`config.mk`:
```
export PLATFORM = sky130hd
export DESIGN_NAME = aes3_frame_tx
export DESIGN_NICKNAME = d
export VERILOG_FILES = /design/src/rtl/aes3_frame_tx.sv
export SDC_FILE = /design/constraint.sdc
export NUM_CORES = 1
export LEC_CHECK = 0
export BUFFER_PORTS_ARGS = -buffer_cell sky130_fd_sc_hd__buf_2
export CORE_MARGIN = 10
export CORE_UTILIZATION = 30
export CTS_CLUSTER_SIZE = 20
export DETAILED_ROUTE_END_ITERATION = 8
export SLEW_MARGIN = 25
export SYNTH_ARGS = -nofsm -noshare
export SYNTH_HDL_FRONTEND = slang
export SYNTH_SLANG_ARGS = --single-unit
```
`constraint.sdc`:
```
create_clock -name clk -period 6.54 [get_ports clk]
set_input_delay 0.654 -clock clk [delete_from_list [all_inputs] [get_ports clk]]
set_output_delay 0.654 -clock clk [all_outputs]
set_load 0.005 [all_outputs]
```
`src/rtl/aes3_frame_tx.sv`:
```
module aes3_frame_tx #(
  parameter int AUD_W        = 24,
  parameter int BLOCK_LEN    = 192,
  parameter int TICK_TIMEOUT = 16,
  parameter int SYNC_HOLD    = 4
) (
  input  logic                 clk,
  input  logic                 rst_n,
  input  logic                 tx_tick,
  input  logic                 smp_stb,
  input  logic [AUD_W-1:0]     smp_left,
  input  logic [AUD_W-1:0]     smp_right,
  input  logic                 mono_en,
  input  logic                 mono_right,
  input  logic                 mute,
  input  logic                 tx_off,
  input  logic                 vflag,
  input  logic [BLOCK_LEN-1:0] cs_blk,
  input  logic [BLOCK_LEN-1:0] user_blk,
  input  logic                 user_ext_sel,
  input  logic                 user_ext,
  input  logic                 blk_sync,
  output logic                 txp,
  output logic                 txn,
  output logic                 slip
);
  localparam int SUB_SLOTS = AUD_W + 8;
  localparam int SW = $clog2(SUB_SLOTS);
  localparam int FW = $clog2(BLOCK_LEN);
  localparam int GW = $clog2(TICK_TIMEOUT + 1);
  localparam int CW = $clog2(SYNC_HOLD + 1);
  localparam int WW = AUD_W + 4;
  localparam logic [SW-1:0] LAST_SLOT  = SW'(SUB_SLOTS - 1);
  localparam logic [SW-1:0] FIRST_DATA = SW'(4);
  localparam logic [FW-1:0] LAST_FRAME = FW'(BLOCK_LEN - 1);
  localparam logic [GW-1:0] GAP_MAX    = GW'(TICK_TIMEOUT);
  localparam logic [CW-1:0] SYNC_LAST  = CW'(SYNC_HOLD - 1);
  localparam logic [CW-1:0] SYNC_SAT   = CW'(SYNC_HOLD);
  localparam logic [7:0] TOG_B = 8'h39;
  localparam logic [7:0] TOG_M = 8'hC9;
  localparam logic [7:0] TOG_W = 8'h69;

  logic [SW-1:0]    slot;
  logic             half, sub, line;
  logic [FW-1:0]    frame;
  logic [GW-1:0]    gap;
  logic [CW-1:0]    sync_cnt;
  logic [AUD_W-1:0] pend_a, pend_b, cur_a, cur_b;
  logic             pend, mono_ph;
  logic [WW-1:0]    sf_word;

  wire fire      = blk_sync && (sync_cnt == SYNC_LAST);
  wire step      = tx_tick && !fire;
  wire load      = step && !sub && (slot == '0) && !half;
  wire latch_w   = step && (slot == SW'(1)) && !half;
  wire ready_new = smp_stb && (!mono_en || mono_ph);
  wire clk_ok    = (gap != GAP_MAX);

  wire [AUD_W-1:0] mono_pick = mono_right ? smp_right : smp_left;
  wire [AUD_W-1:0] aud_raw   = sub ? cur_b : cur_a;
  wire [AUD_W-1:0] aud_out   = mute ? '0 : aud_raw;
  wire             u_bit     = user_ext_sel ? user_ext : user_blk[frame];
  wire             c_bit     = cs_blk[frame];
  wire [7:0]       pre_tog   = sub ? TOG_W : ((frame == '0) ? TOG_B : TOG_M);
  wire [SW-1:0]    dslot     = slot - FIRST_DATA;

  logic tog;
  always_comb begin
    if (slot < FIRST_DATA) tog = pre_tog[{slot[1:0], half}];
    else                   tog = !half || sf_word[dslot];
  end

  always_ff @(posedge clk or negedge rst_n) begin
    if (!rst_n) begin
      slot <= '0; half <= 1'b0; sub <= 1'b0; frame <= '0; line <= 1'b0;
    end else if (fire) begin
      slot <= '0; half <= 1'b0; sub <= 1'b0; frame <= '0;
    end else if (tx_tick) begin
      line <= line ^ tog;
      half <= !half;
      if (half) begin
        if (slot == LAST_SLOT) begin
          slot <= '0;
          sub  <= !sub;
          if (sub) frame <= (frame == LAST_FRAME) ? '0 : frame + FW'(1);
        end else begin
          slot <= slot + SW'(1);
        end
      end
    end
  end

  always_ff @(posedge clk or negedge rst_n) begin
    if (!rst_n) begin
      gap <= GAP_MAX; sync_cnt <= '0;
    end else begin
      if (tx_tick)            gap <= '0;
      else if (gap != GAP_MAX) gap <= gap + GW'(1);
      if (!blk_sync)               sync_cnt <= '0;
      else if (sync_cnt != SYNC_SAT) sync_cnt <= sync_cnt + CW'(1);
    end
  end

  always_ff @(posedge clk or negedge rst_n) begin
    if (!rst_n) begin
      pend_a <= '0; pend_b <= '0; cur_a <= '0; cur_b <= '0;
      pend <= 1'b0; mono_ph <= 1'b0; slip <= 1'b0; sf_word <= '0;
    end else begin
      if (smp_stb) begin
        if (!mono_en)     begin pend_a <= smp_left; pend_b <= smp_right; end
        else if (!mono_ph) pend_a <= mono_pick;
        else               pend_b <= mono_pick;
      end
      mono_ph <= mono_en && (smp_stb ? !mono_ph : mono_ph);
      if (ready_new) pend <= 1'b1;
      else if (load) pend <= 1'b0;
      if (load && pend) begin cur_a <= pend_a; cur_b <= pend_b; end
      slip <= (load && !pend) || (ready_new && pend && !load);
      if (latch_w) sf_word <= {^{aud_out, vflag, u_bit, c_bit}, c_bit, u_bit, vflag, aud_out};
    end
  end

  assign txp = rst_n && clk_ok && !tx_off && line;
  assign txn = rst_n && clk_ok && !tx_off && !line;

  assert_slot_wrap_R1: assert property (@(posedge clk) disable iff (!rst_n)
    (step && half && slot == LAST_SLOT) |=> (slot == '0 && !half));
  assert_line_on_tick_R1: assert property (@(posedge clk) disable iff (!rst_n)
    !tx_tick |=> $stable(line));
  assert_frame_bound_R3: assert property (@(posedge clk) disable iff (!rst_n)
    frame <= LAST_FRAME);
  assert_restart_R4: assert property (@(posedge clk) disable iff (!rst_n)
    (blk_sync && sync_cnt == SYNC_LAST) |=> (slot == '0 && !half && !sub && frame == '0));
  assert_alive_after_tick_R5: assert property (@(posedge clk) disable iff (!rst_n)
    $rose(clk_ok) |-> $past(tx_tick));
endmodule

```
* After elaboration in Yosys (flattened, before gate mapping)
Index checks and enable logic that the tools add are counted.
Word-level totals: register bits 151, input bits 444, output and inout bits 3, logic and storage cells 121
Operators by class: $add $sub $neg 5, order comparisons 4, eq/ne operators 9, muxes and demuxes 42, bitwise logic cells 2, reduce and logical (&&, ||, !) cells 44
Operators with widths (count):
- two-way mux 24 bit | 7
- two-way mux 8 bit | 8
- two-way mux 5 bit | 6
- XOR reduction 27 bit | 1
- logical AND 1 bit | 17
- binary-select mux 1 bit (select 8 bit) | 2
- two-way mux 1 bit | 15
- nonzero test 2 bit | 6
- adder 5 x 1 -> 5 bit, second input constant | 2
- zero test 1 bit | 9
- less-than comparator 8 x 9 -> 1 bit, second input constant | 1
- adder 8 x 1 -> 8 bit, second input constant | 1
- == test 8 bit, second input constant | 1
- zero test 8 bit | 1
- AND reduction 2 bit | 4
- less-than comparator 5 x 6 -> 1 bit, second input constant | 1
- two-way mux 3 bit | 2
- binary-select mux 1 bit (select 5 bit) | 1
- == test 5 x 1 -> 1 bit, second input constant | 1
- == test 5 bit, second input constant | 1
- zero test 5 bit | 1
- less-than comparator 5 x 3 -> 1 bit, second input constant | 1
- != test 5 bit, second input constant | 1
- subtractor 5 x 3 -> 5 bit, second input constant | 1
- 12 further kinds | 15

* Longest topological paths before layout
depth after elaboration 10, gate-level depth with buffers 14, depth with buffers taken out 10

* Worst setup path after synthesis
OpenSTA, ideal clock, no wires.
path kind flip-flop to flip-flop, start register frame[0], end register sf_word[25], library setup time 0.125 ns, arrival time 2.792 ns, data required time 6.415 ns, setup slack 3.624 ns, cell stages (with the launch flop) 10, path buffers 3, period minus slack after synthesis 2.916 ns, cell sequence dfrtp_1 -> buf_6 -> buf_8 -> buf_8 -> mux4_1 -> mux4_2 -> mux4_2 -> a22oi_2 -> o41ai_1 -> mux2_2
On the way: word-level cells in the longest chain between the ends 3
RTL lines:
- start: declaration | RTL line 45 | logic [FW-1:0] frame;
- start signal: assignment | RTL line 85 | if (sub) frame <= (frame == LAST_FRAME) ? '0 : frame + FW'(1);
- binary-select mux 1 bit (select 8 bit) | RTL line 62 | wire u_bit = user_ext_sel ? user_ext : user_blk[frame];
- two-way mux 1 bit (not written as such) | RTL line 62
- two-way mux 1 bit | RTL line 62
- end signal: assignment | RTL line 119 | if (latch_w) sf_word <= {^{aud_out, vflag, u_bit, c_bit}, c_bit, u_bit, vflag, aud_out};
- end: declaration | RTL line 50 | logic [WW-1:0] sf_word;
Every way passes these cells. The select of a mux whose other input is x is not followed. A chain may end at the register's enable or synchronous reset.

* Final worst setup path
start register frame[1], end register sf_word[27]
On the way: word-level cells in the longest chain between the ends 4, elaborated cells on any way between the ends 6, classes of those cells 5 x mux; 1 x reduce/logical
RTL lines (RTL line):
- binary-select mux 1 bit (select 8 bit) | 62
- two-way mux 1 bit (not written as such) | 62
- two-way mux 1 bit | 62
- XOR reduction 27 bit (*) | 119
Mark *: on every way between the ends. The rest lies on a longest branch, timed or not. The select of a mux whose other input is x is not followed.

==> run summary <==
DP HPWL: 37,330 um
worst-path fanout max: 49
Congestion Overflow GR: 0
hold buffers post-CTS: 0
unrepaired setup endpoints after global routing: false
Arr. time, crit path: 4.20 ns
Die Span X: 209.6 um
Reg-to-Reg Start: frame[1]
core area: 35,480 sq um
Seq/Total Area, Yosys: 35.04%
Reg power frac: 31.1%
register-to-register setup slack: 2.68 ns
total of max-cap violations: 0
# rows: 69
Synth area leader: dfrtp_1
Register-to-Register Path Depth: 10
DRT iter0 DRCs: 516
pwr/cell area: 339.7 nW/um^2
Slew Limit Fails: 0
top cell type's share of synthesized area: 34.80%
critical path type: register to register
DRC: 0
Crit. Startpoint: frame[1]
number of library cell types mapped by synthesis: 55
fraction of power spent switching nets: 37.55%
CTS Buf Count: 17
post-synthesis compound-gate area fraction: 7.505%
mux share of post-synthesis cell area: 39.48%
Root Buffer Master: clkbuf_16
xor and xnor area share after synthesis: 4.234%
largest net degree at the start of global routing: 81
r2r endpoint: sf_word[27]
syn avg cell area: 12.09 sq um
part of the power in combinational logic: 47.3%
Hold/Removal Path Class: primary input to async pin
final wirelength: 45,310 um
number of fill cells: 3,501
Worst-Margin Slew: 1.030 ns
most common cell after layout, fill and taps aside: buf_2
RD Place Congestion: 0.9995
vias per inst: 5.172
crit end category: register
EDFF count, synth: 0
Tmin final: 3.858 ns
Final Hold Fails: 0
Synth Flop Type: dfrtp_1
Sinks on Clock Net: 151
crit start category: register
Switching Power: 1.782 mW
Clk pwr share: 21.6%
layout cells sized above 1: 50.76%
Synth Area in Simple Gates: 7.725%
YS warnings: 0
Syn Nets: 1,350
Mapped Area: 10,790 sq um
status: finished, final reports clean
TritonRoute pass-1 iters: 5
Worst setup endpoint: sf_word[27]
asr flop ratio synth: 100.0%
peak supply drop: 247.6 uV
CTS clock-pin slew for the worst setup and hold paths: 0.08 ns
clock tree buffer depth: 2
WP data required: 6.89 ns
most frequent cells in the layout: buf_2, dfrtp_1, mux4_2
drt wl/cell: 25.48 um
leakage power: 6.606 nW
final setup fails: 0
Synth-to-Final Area Change: 29.46%
Post-DRT Antenna Nets: 0
initial antenna violation count: 16
die height: 209.6 um
Final nets: 1,755
cell count after synthesis: 892
via count: 9,195
Setup TNS Final: 0 ns
IO Count: 447
Post-Synth Adder-Cell Area: 1.624%
P_int: 2.963 mW
vias in the first global route: 9,752
Fin Clk Skew: 0.01514 ns
first-pass GRT wire length: 66,030 um
Post-CTS Setup Inserts: 0
Final period util: 59.00%
Slew Limit Headroom: 31.30%
Total GRT Usage: 20.03%
largest family of logic cells by synthesized area: multiplexers
Final Total Pwr: 4.744 mW
fmax: 0.2592 GHz
die area: 43,940 sq um
register bit count reported by yosys: 151
CTS tree: yes
initial core utilization: 30.40%
PostCTS Resize Cnt: 0
synth top area cells: dfrtp_1, mux4_2, mux2i_1
input/output buffers: 446
Clock H-tree levels: 4
Clock Latency Late Sink: 0.43 ns
kinds of logic after synthesis:
| kind of cell | Yosys count |
|---|---|
| buffers and inverters | 87 |
| AO/OA/AOI/OAI | 131 |
| AND/OR/NAND/NOR | 190 |
| flip-flops | 151 |
| adder cells (fa/ha/maj) | 14 |
| multiplexers | 270 |
| XOR/XNOR | 49 |
per-stage QoR:
| step | setup slack [ns] | utilization [%] | instance area, sq um | instances | hold slack [ns] |
|---|---|---|---|---|---|
| after floorplan | 3.624 | - | 10790 | 892 | 0.3584 |
| final | 2.682 | 39.36 | 13960 | 1778 | 0.2712 |
| after detailed placement | 2.709 | 37.50 | 13310 | 1738 | 0.4662 |
| after global routing | 2.411 | 39.35 | 13960 | 1777 | 0.3205 |
| after global placement | 2.736 | 37.50 | 13310 | 1738 | 0.4547 |
| after CTS | 2.697 | 39.25 | 13930 | 1770 | 0.2963 |
state kept, by name (all words and copies together) (netlist names):
name,cells
gap,5
sf_word,28
sync_cnt,3
pend,1
line,1
slip,1
half,1
slot,5
pend_b,24
pend_a,24
mono_ph,1
cur_b,24
frame,8
sub,1
cur_a,24
Yosys cell counts (5+ instances only):
cell type / count
dfrtp_1: 150
mux4_2: 107
mux2i_1: 97
nand2_1: 94
mux2_2: 57
nor2_1: 50
o21ai_0: 39
clkbuf_1: 34
a21oi_1: 33
o31ai_1: 26
xor2_1: 25
xnor2_1: 22
ha_1: 14
inv_1: 14
buf_6: 12
buf_1: 9
buf_2: 9
mux4_1: 9
nand3_1: 8
nor2b_1: 7
a211oi_1: 6
buf_4: 6
nand2b_1: 5
nand4_1: 5
final cells by class:
cell class / instances / area [sq um] / share of cell area [%]
clock buffer: 17 / 425.4 / 3.046
inverter: 15 / 56.30 / 0.4032
tap: 461 / 576.8 / 4.130
timing repair buffer: 458 / 2354 / 16.85
sequential: 151 / 3790 / 27.14
multi-input combinational: 654 / 6549 / 46.90
clock inverter: 15 / 196.4 / 1.407
antenna: 7 / 17.52 / 0.1254
worst max-delay path, stage by stage (launching register included):
cell       delay (ns)
dfrtp_4          0.74
buf_4            0.63
mux4_2           0.40
nor2b_1          0.14
a211oi_1         0.57
a2111oi_0        0.15
a2bb2oi_1        0.20
a41oi_1          0.23
xnor3_1          0.40
xor2_1           0.15
o21ai_1          0.13
power groups by stage:
stage	clock network (mW)	logic (mW)	registers [mW]
finish	1.02	2.25	1.48
global route	1.09	2.43	1.53
CTS	1.05	2.27	1.49
detailed placement	0	2.26	1.51
global placement	0	2.23	1.49
floorplan	0	1.87	1.30
routing by layer:
metal	vias to the layer above	track usage [%]	wire length (um)
met5	-	0	31
met4	4	5.656	955
met3	41	5.791	3234
met2	341	34.41	22800
met1	4588	23.87	18280
li1	4221	-	-
worst min-delay path by stage:
| stage | start | endpoint | slack (ns) | depth (start not counted) |
|---|---|---|---|---|
| final | rst_n | gap[0] | 0.27 | 1 |
| after global routing | rst_n | gap[0] | 0.32 | 1 |
| after CTS | rst_n | gap[0] | 0.30 | 1 |
| after detailed placement | sf_word[14] | sf_word[14] | 0.47 | 2 |
| after global placement | sf_word[23] | sf_word[23] | 0.45 | 2 |
| after floorplan | rst_n | cur_a[0] | 0.36 | 0 |
Power figures use the tool's default switching activity.
